<file path="src/rtl/dcw_pkg.sv">
package dcw_pkg;
  typedef enum logic [1:0] {W_IDLE, W_ISSUE, W_WAIT, W_EMIT} walk_st_t;
  typedef enum logic [1:0] {R_IDLE, R_REQ, R_WAIT} rd_st_t;
endpackage

</file>
<file path="src/rtl/dcw_reader.sv">
module dcw_reader import dcw_pkg::*; #(
  parameter int AW = 32,
  parameter int DW = 32
) (
  input  logic          clk,
  input  logic          rst_n,
  input  logic          go,
  input  logic [AW-1:0] go_addr,
  output logic          rd_valid,
  input  logic          rd_ready,
  output logic [AW-1:0] rd_addr,
  input  logic          rsp_valid,
  input  logic [DW-1:0] rsp_data,
  output logic          done,
  output logic [DW-1:0] done_data
);
  rd_st_t        st;
  logic [AW-1:0] addr_q;

  always_ff @(posedge clk or negedge rst_n) begin
    if (!rst_n) begin
      st     <= R_IDLE;
      addr_q <= '0;
    end else begin
      case (st)
        R_IDLE: if (go) begin
          addr_q <= go_addr;
          st     <= R_REQ;
        end
        R_REQ:  if (rd_ready) st <= R_WAIT;
        R_WAIT: if (rsp_valid) st <= R_IDLE;
        default: st <= R_IDLE;
      endcase
    end
  end

  assign rd_valid  = (st == R_REQ);
  assign rd_addr   = addr_q;
  assign done      = (st == R_WAIT) && rsp_valid;
  assign done_data = rsp_data;


  rd_hold_chk: assert property (@(posedge clk) disable iff (!rst_n)
    rd_valid && !rd_ready |=> rd_valid && $stable(rd_addr));

  one_outstanding_chk: assert property (@(posedge clk) disable iff (!rst_n)
    go |-> st == R_IDLE);
endmodule

</file>
<file path="src/rtl/dcw_seq.sv">
module dcw_seq import dcw_pkg::*; #(
  parameter int AW   = 32,
  parameter int DW   = 32,
  parameter int LENW = 16,
  parameter int MAXP = 8
) (
  input  logic            clk,
  input  logic            rst_n,
  input  logic            start,
  input  logic [AW-1:0]   start_addr,
  output logic            go,
  output logic [AW-1:0]   go_addr,
  input  logic            done,
  input  logic [DW-1:0]   done_data,
  output logic            buf_valid,
  input  logic            buf_ready,
  output logic [DW-1:0]   buf_addr,
  output logic [LENW-1:0] buf_len,
  output logic            buf_last,
  output logic [DW-1:0]   buf_ctrl,
  output logic [DW-1:0]   buf_stat,
  output logic            busy,
  output logic            frame_fire,
  output logic            chain_fire
);
  localparam int WIDXW = $clog2(3 + 2 * MAXP);
  localparam int PW    = (MAXP > 1) ? $clog2(MAXP) : 1;
  localparam logic [PW-1:0] LAST_PAIR = PW'(MAXP - 1);

  walk_st_t       st;
  logic [AW-1:0]  base;
  logic [WIDXW-1:0] widx;
  logic [PW-1:0]  pair;
  logic [DW-1:0]  ctrl_q, stat_q, addr_q, len_q;
  logic           beat_last, beat_fire;

  assign beat_last  = len_q[DW-1] || (pair == LAST_PAIR);
  assign beat_fire  = (st == W_EMIT) && buf_ready;
  assign frame_fire = beat_fire && beat_last;
  assign chain_fire = (st == W_WAIT) && done && (widx == '0) && (done_data == '0);
  assign go         = (st == W_ISSUE);
  assign go_addr    = base + AW'(widx);
  assign busy       = (st != W_IDLE);

  assign buf_valid = (st == W_EMIT);
  assign buf_addr  = addr_q;
  assign buf_len   = len_q[LENW-1:0];
  assign buf_last  = beat_last;
  assign buf_ctrl  = ctrl_q;
  assign buf_stat  = stat_q;

  always_ff @(posedge clk or negedge rst_n) begin
    if (!rst_n) begin
      st     <= W_IDLE;
      base   <= '0;
      widx   <= '0;
      pair   <= '0;
      ctrl_q <= '0;
      stat_q <= '0;
      addr_q <= '0;
      len_q  <= '0;
    end else begin
      case (st)
        W_IDLE: if (start) begin
          base <= start_addr;
          widx <= WIDXW'(1);
          st   <= W_ISSUE;
        end
        W_ISSUE: st <= W_WAIT;
        W_WAIT: if (done) begin
          if (widx == '0) begin
            if (done_data == '0) begin
              st <= W_IDLE;
            end else begin
              base <= done_data[AW-1:0];
              widx <= WIDXW'(1);
              st   <= W_ISSUE;
            end
          end else if (widx == WIDXW'(1)) begin
            ctrl_q <= done_data;
            widx   <= WIDXW'(2);
            st     <= W_ISSUE;
          end else if (widx == WIDXW'(2)) begin
            stat_q <= done_data;
            widx   <= WIDXW'(3);
            pair   <= '0;
            st     <= W_ISSUE;
          end else if (widx[0]) begin
            addr_q <= done_data;
            widx   <= widx + WIDXW'(1);
            st     <= W_ISSUE;
          end else begin
            len_q <= done_data;
            st    <= W_EMIT;
          end
        end
        W_EMIT: if (buf_ready) begin
          if (beat_last) begin
            widx <= '0;
          end else begin
            widx <= widx + WIDXW'(1);
            pair <= pair + PW'(1);
          end
          st <= W_ISSUE;
        end
        default: st <= W_IDLE;
      endcase
    end
  end


  buf_hold_chk: assert property (@(posedge clk) disable iff (!rst_n)
    buf_valid && !buf_ready |=> buf_valid && $stable(buf_addr) && $stable(buf_len)
      && $stable(buf_last) && $stable(buf_ctrl));

  start_busy_chk: assert property (@(posedge clk) disable iff (!rst_n)
    start |=> busy);
endmodule

</file>
<file path="src/rtl/dcw_events.sv">
module dcw_events #(
  parameter int AW = 32
) (
  input  logic          clk,
  input  logic          rst_n,
  input  logic          head_wr,
  input  logic [AW-1:0] head_addr,
  input  logic          busy,
  input  logic          frame_fire,
  input  logic          chain_fire,
  output logic          start,
  output logic          err,
  output logic          frame_done,
  output logic          chain_end
);
  assign start = head_wr && !busy && (head_addr != '0);

  always_ff @(posedge clk or negedge rst_n) begin
    if (!rst_n) begin
      err        <= 1'b0;
      frame_done <= 1'b0;
      chain_end  <= 1'b0;
    end else begin
      if (head_wr && busy) err <= 1'b1;
      frame_done <= frame_fire;
      chain_end  <= chain_fire;
    end
  end


  busy_write_err_chk: assert property (@(posedge clk) disable iff (!rst_n)
    head_wr && busy |=> err);

  err_sticky_chk: assert property (@(posedge clk) disable iff (!rst_n)
    err |=> err);

  end_idle_chk: assert property (@(posedge clk) disable iff (!rst_n)
    chain_fire |=> !busy);

  frame_pulse_chk: assert property (@(posedge clk) disable iff (!rst_n)
    frame_done |=> !frame_done);
endmodule

</file>
<file path="src/rtl/desc_chain_walker.sv">
module desc_chain_walker #(
  parameter int AW   = 32,
  parameter int DW   = 32,
  parameter int LENW = 16,
  parameter int MAXP = 8
) (
  input  logic            clk,
  input  logic            rst_n,
  input  logic            head_wr,
  input  logic [AW-1:0]   head_addr,
  output logic [1:0]      status,
  output logic            rd_valid,
  input  logic            rd_ready,
  output logic [AW-1:0]   rd_addr,
  input  logic            rsp_valid,
  input  logic [DW-1:0]   rsp_data,
  output logic            buf_valid,
  input  logic            buf_ready,
  output logic [DW-1:0]   buf_addr,
  output logic [LENW-1:0] buf_len,
  output logic            buf_last,
  output logic [DW-1:0]   buf_ctrl,
  output logic [DW-1:0]   buf_stat,
  output logic            frame_done,
  output logic            chain_end
);
  logic          start, go, done, busy, err, frame_fire, chain_fire;
  logic [AW-1:0] go_addr;
  logic [DW-1:0] done_data;

  dcw_events #(.AW(AW)) u_evt (
    .clk(clk), .rst_n(rst_n), .head_wr(head_wr), .head_addr(head_addr),
    .busy(busy), .frame_fire(frame_fire), .chain_fire(chain_fire),
    .start(start), .err(err), .frame_done(frame_done), .chain_end(chain_end));

  dcw_seq #(.AW(AW), .DW(DW), .LENW(LENW), .MAXP(MAXP)) u_seq (
    .clk(clk), .rst_n(rst_n), .start(start), .start_addr(head_addr),
    .go(go), .go_addr(go_addr), .done(done), .done_data(done_data),
    .buf_valid(buf_valid), .buf_ready(buf_ready), .buf_addr(buf_addr),
    .buf_len(buf_len), .buf_last(buf_last), .buf_ctrl(buf_ctrl),
    .buf_stat(buf_stat), .busy(busy), .frame_fire(frame_fire),
    .chain_fire(chain_fire));

  dcw_reader #(.AW(AW), .DW(DW)) u_rd (
    .clk(clk), .rst_n(rst_n), .go(go), .go_addr(go_addr),
    .rd_valid(rd_valid), .rd_ready(rd_ready), .rd_addr(rd_addr),
    .rsp_valid(rsp_valid), .rsp_data(rsp_data),
    .done(done), .done_data(done_data));

  assign status = {err, busy};
endmodule

</file>
<file path="config.mk">
export PLATFORM = sky130hd
export DESIGN_NAME = desc_chain_walker
export DESIGN_NICKNAME = d
export VERILOG_FILES = /design/src/rtl/dcw_pkg.sv /design/src/rtl/dcw_reader.sv /design/src/rtl/dcw_seq.sv /design/src/rtl/dcw_events.sv /design/src/rtl/desc_chain_walker.sv
export SDC_FILE = /design/constraint.sdc
export NUM_CORES = 1
export LEC_CHECK = 0
export BUFFER_PORTS_ARGS = -buffer_cell sky130_fd_sc_hd__buf_2
export CAP_MARGIN = 20
export CORE_MARGIN = 2
export CORE_UTILIZATION = 25
export CTS_BUF_LIST = sky130_fd_sc_hd__clkbuf_4
export DETAILED_ROUTE_END_ITERATION = 6
export GPL_ROUTABILITY_DRIVEN = 0
export GPL_TIMING_DRIVEN = 1
export PLACE_DENSITY = 0.52
export RECOVER_POWER = 100
export REMOVE_ABC_BUFFERS = 1
export SYNTH_ARGS = -nofsm -noshare
export SYNTH_HDL_FRONTEND = slang
export SYNTH_SLANG_ARGS = --single-unit
</file>
<file path="constraint.sdc">
create_clock -name clk -period 2.7 [get_ports clk]
set_clock_uncertainty 0.2 [all_clocks]
set_input_delay 0.675 -clock clk [delete_from_list [all_inputs] [get_ports clk]]
set_output_delay 0.675 -clock clk [all_outputs]
set_load 0.05 [all_outputs]
</file>
Word-level counts from Yosys, hierarchy flattened
Index checks and enable logic that the tools add are counted. W data, S select, Z words.

Add/subtract/negate cells: 3. Eq/ne operators: 22. Muxes and demuxes: 35. Bitwise operators: 4. Reductions and logical operators: 31.

Operators with widths (count): $mux W32 (4); $pmux W32 S2 (1); $mux W5 (9); $add A32 B5 Y32 (1); $logic_not A32 Y1 (1); $reduce_bool A32 Y1 (1); $mux W2 (10); $mux W3 (6); $ne A2 B2 Y1 const B (9); $reduce_and A6 Y1 (3); $pmux W5 S3 (1); $reduce_and A5 Y1 (3); $logic_and A1 B1 Y1 (9); $pmux W2 S4 (1); $reduce_and A7 Y1 (1); $eq A2 B2 Y1 const B (3); $ne A2 B1 Y1 const B (3); $pmux W2 S3 (1); $pmux W3 S2 (1); $reduce_and A3 Y1 (2); $reduce_bool A2 Y1 (3); $add A5 B1 Y5 const B (1); $eq A5 B1 Y1 const B (1); $eq A5 B2 Y1 const B (1); other kinds (14) (19).

Register bits: 207. Bits of input ports: 70. Output and inout port bits: 151. Word-level logic and storage cells: 109.

Longest topological paths before layout
Gate-level depths: netlist of the first run.

Word-level depth: 7. Depth in mapped cells: 10. Gate-level depth less buffers: 9.

By module
A second synthesis of the first run with hierarchy kept.

Cell total of the unflattened synthesis: 687. Area total of the unflattened synthesis: 9155.0 µm².

Modules (own cells, without submodules): dcw_seq (instances 1, cells each 560, area each 7430.9 µm², seq. area each 3878.7 µm²); dcw_reader (instances 1, cells each 109, area each 1544.0 µm², seq. area each 850.8 µm²); dcw_events (instances 1, cells each 16, area each 165.2 µm², seq. area each 75.1 µm²); desc_chain_walker (instances 1, cells each 2, area each 15.0 µm², seq. area each 0.0 µm²).

Least setup slack after synthesis of the first run
No wires, ideal clock.

Path kind: flip-flop to flip-flop. Start: reg u_seq.st[0]. End: reg u_seq.widx[2]. Arrival: 2.368 ns. Data required time: 2.434 ns. Path slack: 0.066 ns. Stages on the path, launching flop included: 8. Path buffers: 1. Period minus slack after synthesis: 2.634 ns. Cells stage by stage: dfrtp_1 > ha_1 > a222oi_1 > o31ai_1 > or3b_1 > buf_2 > or4b_1 > nand2_1.

Elaborated cells on any way between the ends: 15.

RTL lines: from (decl) (RTL line dcw_seq.sv:30) `walk_st_t st;`; from (signal assigned) (RTL line dcw_seq.sv:54) `st <= W_IDLE;`; from (signal assigned) (RTL line dcw_seq.sv:67) `st <= W_ISSUE;`; from (signal assigned) (RTL line dcw_seq.sv:69) `W_ISSUE: st <= W_WAIT;`; $eq A2 B2 Y1 *; via buf_valid (RTL line desc_chain_walker.sv:17) `output logic buf_valid,`; $ne A2 B1 Y1 (no line) or $reduce_bool A3 Y1 (tied branches); $reduce_and A6 Y1 (no line); to (signal assigned) (RTL line dcw_seq.sv:90) `widx <= widx + WIDXW'(1);`; to (signal assigned) (RTL line dcw_seq.sv:101) `widx <= widx + WIDXW'(1);`; to (decl) (RTL line dcw_seq.sv:32) `logic [WIDXW-1:0] widx;`.

Mark *: on every way through the listed nets, which the timed path passes. The rest lies on a longest branch. A chain may end at the register's enable or synchronous reset.

Final worst setup path of the first run
Start: reg u_seq.st[1]. End: reg u_seq.widx[2].

Word-level cells in the longest chain between the ends: 6. Elaborated cells on any way between the ends: 15.

RTL lines: $reduce_bool A2 Y1 (RTL line dcw_seq.sv:43) `assign busy = (st != W_IDLE);`; $logic_not A1 Y1 (RTL line dcw_events.sv:16) `assign start = head_wr && !busy && (head_addr != '0);`; $logic_and A1 B1 Y1 (2 in series) (RTL line dcw_events.sv:16); $ne A2 B2 Y1 (no line); $reduce_and A6 Y1 (no line).

Several ways; a longest one is shown, not always the timed one.

==> results of run 1 <==
==> layer usage <==
layer  GRT usage, %  vias up
li1               -     3187
met2           24.9      154
met3           4.33       41
met4           6.14        8
met5              0        -
met1           19.9     3298
==> flip-flops by register name, indices dropped and copies added (netlist names), 2 cells and up <==
signal,count
u_rd.st,2
u_seq.len_q,17
u_rd.rd_addr,32
u_seq.buf_ctrl,32
u_seq.widx,5
u_seq.base,32
u_seq.buf_addr,32
u_seq.pair,3
u_seq.st,2
u_seq.buf_stat,32
==> synthesized netlist by cell type, types with 2 or more instances <==
cell type	instances	area, µm²
a31oi_1	2	12.5
o211ai_1	7	52.6
and4_1	3	26.3
nor4_1	17	106
dfrtp_1	192	4800
a32oi_1	2	17.5
a21oi_1	37	185
buf_2	3	15.0
mux2i_1	34	340
nor2_1	50	188
o31ai_1	2	15.0
o2111ai_1	4	35.0
nand4_1	9	56.3
a21o_1	2	15.0
a211oi_1	2	15.0
buf_1	4	15.0
clkbuf_1	28	105
nand2b_1	2	12.5
xnor2_1	12	105
ha_1	16	200
inv_1	17	63.8
buf_4	18	135
xor2_1	15	131
and3_1	7	43.8
nor2b_1	5	31.3
o21ai_0	47	235
nand3_1	10	50.1
nor3_1	6	30.0
nand2_1	53	199
mux2_2	115	1290
or4_1	2	15.0
==> power by group through the flow <==
stage / Clock, mW / Sequential (mW) / Combinational [mW]
finish: 1.67 / 4.45 / 6.44
CTS: 1.78 / 4.46 / 6.39
global placement: 0 / 4.48 / 6.28
detailed placement: 0 / 4.52 / 6.32
global route: 1.91 / 4.60 / 6.97
floorplan: 0 / 6.59 / 2.26
==> worst max-delay path, stage by stage (launching register included) <==
cell and delay (ns):
dfrtp_1 0.46, buf_6 0.14, ha_4 0.14, a222oi_1 0.37, o31ai_1 0.13, buf_4 0.16
or3b_4 0.41, or4b_4 0.55, nand2_2 0.06
==> final cells by class <==
cell class | count | area, µm²
Clock buffer | 17 | 128
Fill cell | 3530 | 23100
Clock inverter | 15 | 174
Multi-Input combinational cell | 479 | 3680
Timing Repair Buffer | 319 | 1970
Antenna cell | 3 | 7.51
Inverter | 17 | 67.6
Tap cell | 455 | 569
Sequential cell | 192 | 4810
==> worst max-delay path by stage <==
stage,start,slack [ns],cells past startpoint,to
2_1_floorplan,u_seq.st[0]$_DFFE_PN0P_,-2.12,7,u_seq.base[0]$_DFFE_PN0P_
3_3_place_gp,head_addr[3],-0.75,9,u_seq.base[18]$_DFFE_PN0P_
3_5_place_dp,head_addr[3],-0.72,9,u_seq.base[18]$_DFFE_PN0P_
4_1_cts,u_seq.st[1]$_DFFE_PN0P_,0.007,8,u_seq.widx[2]$_DFFE_PN0P_
5_1_grt,u_seq.st[1]$_DFFE_PN0P_,-0.05,5,status[0]
6_report,u_seq.st[1]$_DFFE_PN0P_,0.04,8,u_seq.widx[2]$_DFFE_PN0P_
==> cells by family after synthesis <==
group | after synthesis | share of synthesized area (%)
simple gates | 175 | 9.89
mux | 149 | 18.7
fa+ha+maj | 17 | 2.52
buf+inv | 70 | 3.82
compound gates | 111 | 7.36
flops | 192 | 55.0
xor+xnor | 27 | 2.71
==> cell usage in the layout (no fill, tap or decap), types with 4 or more instances in the layout <==
master     count
xor2_1        15
ha_2           4
inv_1         14
nor2_1        49
o211ai_1       7
nand3_1        8
mux2i_1       34
o21ai_0       47
dfrtp_1      191
ha_1          11
nor3_1         6
buf_2        216
mux2_2       115
and3_1         7
nand2_1       52
nand4_1        9
o2111ai_1      4
inv_8          4
clkbuf_4      17
xnor2_1       12
buf_4         87
nor4_1        14
nor2b_1        5
a21oi_1       37
buf_12         8
clkinv_4       4
==> timing repair <==
item,in CTS,in global routing
hold buffers,2,0
setup endpoints to repair,18,15
cloned,0,0
gates resized for setup,12,14
pin swaps,1,5
setup buffers,3,7
endpoints found under the hold margin,54,0
==> out/results.txt, run 1 <==
Fin nets: 1113
Ports: 221
Dominant synthesized flop cell: dfrtp_1
TritonRoute pass-1 iters: 4
Max Fanout on Critical Path: 7
Violations in the final reports: max-capacitance violations, max-slew violations
Cell variety after synth: 49
Combinational fraction of design power: 51.2%
Worst-path clk slew: 0.17 ns
FFs w/ async S/R, synth: 100%
Reg2Reg Depth: 8
Final Hold Viols: 0
CTS Root Cell: clkbuf_4
GR Overflow Total: 0
Setup ws final: 0.0390 ns
Fin cells: 1497
Slew @ Worst Pin: 1.67 ns
Type of origin of the critical path: register
Synth-to-Final Area Change: 30.5%
Fin crit period: 2.66 ns
Drt via density: 4.47
Global Route Usage Sum: 15.6%
Core Rows: 68
Pwr dens: 1100 nW/µm²
Max VDD drop: 0.542 mV
# clock sinks: 192
Port Buf Inserts: 220
H-tree depth: 4
Die Y: 191 µm
DR WL met2: 13200 µm
Data arrival, critical path: 3.00 ns
Switching power: 6.13 mW
DP Cell Count: 1450
Post-DRT Antenna Nets: 0
Final Cycle Share: 98.6%
Worst-Skew Late Latency: 0.58 ns
Initial antenna violation count: 7
Die Area: 36500 µm²
Unrepaired setup endpoints after global routing: true
Cell area after synthesis: 8740 µm²
CTS Buf Count: 17
Share of post-route cells with drive strength above 1: 46.7%
Top routing layer used: met5
Max Cap Violations: 1
Status: finished, violations left
Reg2reg start: u_seq.st[1]$_DFFE_PN0P_
EDFF count, synth: 0
Internal power: 6.43 mW
First-pass GRT wire length: 42300 µm
Avg Cell Area, Syn: 11.8 µm²
DRC: 0
WL/cell: 18.6 µm
Sequential power share: 35.4%
Fmax: 376 MHz
Sw Share: 48.8%
Metal3 WL: 1390 µm
Initial DRC count: 227
Yosys reg bits: 192
Final Instance Area: 11400 µm²
DR vias: 6688
CP endpoint kind: register
Hold endpoint: u_evt.frame_done$_DFF_PN0_
Hold wc startpoint: buf_ready
Yosys warns: 0
Met1 Wirelength: 12400 µm
Aggregate routed wire length: 27800 µm
RR Endpoint: u_seq.widx[2]$_DFFE_PN0P_
Clock buffer depth: 2
Initial Util: 25.4%
Slew margin rel.: -11.3%
Max Transition Viols Final: 59
Vias in the first global route: 6873
DP HPWL: 21300 µm
Mapped Cells: 741
Chip width: 191 µm
Overall power: 12.6 mW
Finish-stage setup viols: 0
Worst Hold Class: in -> reg
TNS Setup: 0 ns
Area after DPL: 10900 µm²
Setup CP Type: reg -> reg
DP Worst Slack: -0.715 ns
Sequential area share after synthesis: 55.0%
Worst endpoint required time: 3.04 ns
Clock power share: 13.3%
Hold path depth: 2
Largest net degree at the start of global routing: 61
Static Leak: 5.78 nW
Core area: 34500 µm²
TritonCTS clock tree: built
Fin util: 33.1%
Hold_ws: 0.130 ns
Reg2reg setup slack: 0.04 ns
Note: power is estimated with default switching activity, not from simulation.
==> run 2: changes to the inputs <==
==> constraint.sdc (replaced) <==
create_clock -name clk -period 2.7 [get_ports clk]
set_clock_uncertainty 0.2 [all_clocks]
set_input_delay 0.675 -clock clk [delete_from_list [all_inputs] [get_ports clk]]
set_output_delay 0.675 -clock clk [all_outputs]
set_load 0.1 [all_outputs]
==> out/results.txt, run 2 (same netlist as run 1, synthesis figures left out) <==
Status: finished, violations left
Violations in the final reports: max-capacitance violations, max-slew violations
Largest net degree at the start of global routing: 61 (unchanged)
Finish-stage setup viols: 0 (unchanged)
Die Y: 191 µm (unchanged)
Share of post-route cells with drive strength above 1: 47.3% (+0.58 points)
Clock buffer depth: 2 (unchanged)
Hold endpoint: u_evt.frame_done$_DFF_PN0_
Vias in the first global route: 6864 (-0.13%)
Final Cycle Share: 98.2% (-0.34 points)
DRC: 0 (unchanged)
Port Buf Inserts: 220 (unchanged)
# clock sinks: 192 (unchanged)
Worst-Skew Late Latency: 0.59 ns (about the same)
Worst Hold Class: in -> reg
GR Overflow Total: 0 (unchanged)
Core Rows: 68 (unchanged)
WL/cell: 18.7 µm (+0.63%)
DP Worst Slack: -0.715 ns (unchanged)
Internal power: 6.47 mW (+0.54%)
Reg2reg setup slack: 0.05 ns (about the same)
Max Cap Violations: 1 (unchanged)
Data arrival, critical path: 2.99 ns (about the same)
FILL cells: 3526 (-0.11%)
Core area: 34500 µm² (unchanged)
Switching power: 8.66 mW (+41%)
RR Endpoint: u_seq.widx[2]$_DFFE_PN0P_
Fin nets: 1113 (unchanged)
Slew margin rel.: -11.4% (-0.16 points)
Combinational fraction of design power: 59.4% (+8.2 points)
Static Leak: 5.78 nW (about the same)
DR vias: 6712 (+0.36%)
Setup ws final: 0.0481 ns (+0.00918 ns)
Commonest non-fill, non-tap cells in the layout: buf_2, dfrtp_1, mux2_2, buf_4, nand2_1
CTS Buf Count: 17 (unchanged)
Worst endpoint required time: 3.04 ns (about the same)
TritonRoute pass-1 iters: 4 (unchanged)
Global Route Usage Sum: 15.6% (about the same)
Hold path depth: 2 (unchanged)
Aggregate routed wire length: 28000 µm (+0.63%)
Commonest non-fill, non-tap cell in the layout: buf_2
Clock power share: 11.1% (-2.2 points)
Initial DRC count: 195 (-14%)
Max Fanout on Critical Path: 7 (unchanged)
Reg2reg start: u_seq.st[0]$_DFFE_PN0P_
TritonCTS clock tree: built
Slew @ Worst Pin: 1.67 ns (+0.00244 ns)
Die Area: 36500 µm² (unchanged)
Sequential power share: 29.5% (-5.9 points)
Initial Util: 25.4% (unchanged)
Fin util: 33.2% (+0.15 points)
H-tree depth: 4 (unchanged)
CTS Root Cell: clkbuf_4
Type of origin of the critical path: register
Ports: 221 (unchanged)
Chip width: 191 µm (unchanged)
CP endpoint kind: register
Pwr dens: 1320 nW/µm² (+20%)
Synth-to-Final Area Change: 31.1%
Initial antenna violation count: 7 (unchanged)
Drt via density: 4.48 (+0.36%)
Crit. Startpoint: u_seq.st[0]$_DFFE_PN0P_
First-pass GRT wire length: 42300 µm (about the same)
Max VDD drop: 0.876 mV (+62%)
Fmax: 377 MHz (+0.35%)
Max Transition Viols Final: 59 (unchanged)
Setup CP Type: reg -> reg
Sw Share: 57.2% (+8.5 points)
Worst-path clk slew: 0.17 ns (about the same)
Hold wc startpoint: buf_ready
DP HPWL: 21300 µm (unchanged)
Fin crit period: 2.65 ns (-0.00918 ns)
Reg2Reg Depth: 10 (+2)
Final Hold Viols: 0 (unchanged)
Post-DRT Antenna Nets: 0 (unchanged)
## run 2: final cells by class
cell class / count / area, µm² / share of cell area, %
flip-flops and latches: 192 / 4810 / 42.0
multi-input cells: 479 / 3710 / 32.4
repair buffers: 319 / 1990 / 17.4
well taps: 455 / 569 / 4.97
clock inverters: 15 / 174 / 1.52
clock buffers: 17 / 128 / 1.11
inverters: 17 / 70.1 / 0.612
diodes: 3 / 7.51 / 0.0656
## run 2: what timing repair did
action	in CTS	in global routing
endpoints found under the hold margin	54	0
setup buffers	2	7
gates resized for setup	14	28
endpoints found under the setup margin	18	16
pin swaps	1	8
cloned	0	1
hold buffers	2	0
## run 2: layer usage
layer	wire, µm	track usage, %	vias to the layer above	share of wire, %
met5	47	0	-	0.17
met4	792	6.02	8	2.8
met3	1400	4.30	40	5.0
met2	13300	24.9	153	48
met1	12400	19.9	3325	44
li1	-	-	3186	-
## run 2: power by group through the flow
stage	clock, mW	sequential, mW	combinational [mW]
6_report	1.68	4.46	8.99
2_1_floorplan	0	8.91	2.37
3_5_place_dp	0	4.52	8.79
4_1_cts	1.78	4.46	8.88
5_1_grt	1.91	4.60	9.52
3_3_place_gp	0	4.48	8.76
## run 2: critical path, stage by stage (launching register included)
cell	delay (ns)
dfrtp_1	0.42
inv_1	0.10
ha_4	0.20
nor4b_1	0.14
buf_4	0.14
nand4_1	0.14
nor4_1	0.08
buf_4	0.15
or3b_4	0.42
or4b_4	0.55
nand2_2	0.06
## run 2: worst max path at each step
stage | to | cells after the start
after floorplan | u_seq.base[0]$_DFFE_PN0P_ | 7
after global placement | u_seq.base[18]$_DFFE_PN0P_ | 9
after detailed placement | u_seq.base[18]$_DFFE_PN0P_ | 9
after CTS | buf_last | 5
after global routing | buf_last | 5
final | u_seq.widx[2]$_DFFE_PN0P_ | 10
## run 2: metrics by stage
step           hold WS [ns]  std cells  TNS, ns  cell area, µm²  power, mW
2_1_floorplan         0.179        688  -208.72            8470       11.3
3_3_place_gp          0.238       1450   -27.73           10900       13.2
3_5_place_dp          0.259       1450   -26.46           10900       13.3
4_1_cts              0.0513       1486  -0.0652           11300       15.1
5_1_grt              0.0641       1496  -0.0159           11400       16.0
6_report              0.125       1497        0           11500       15.1
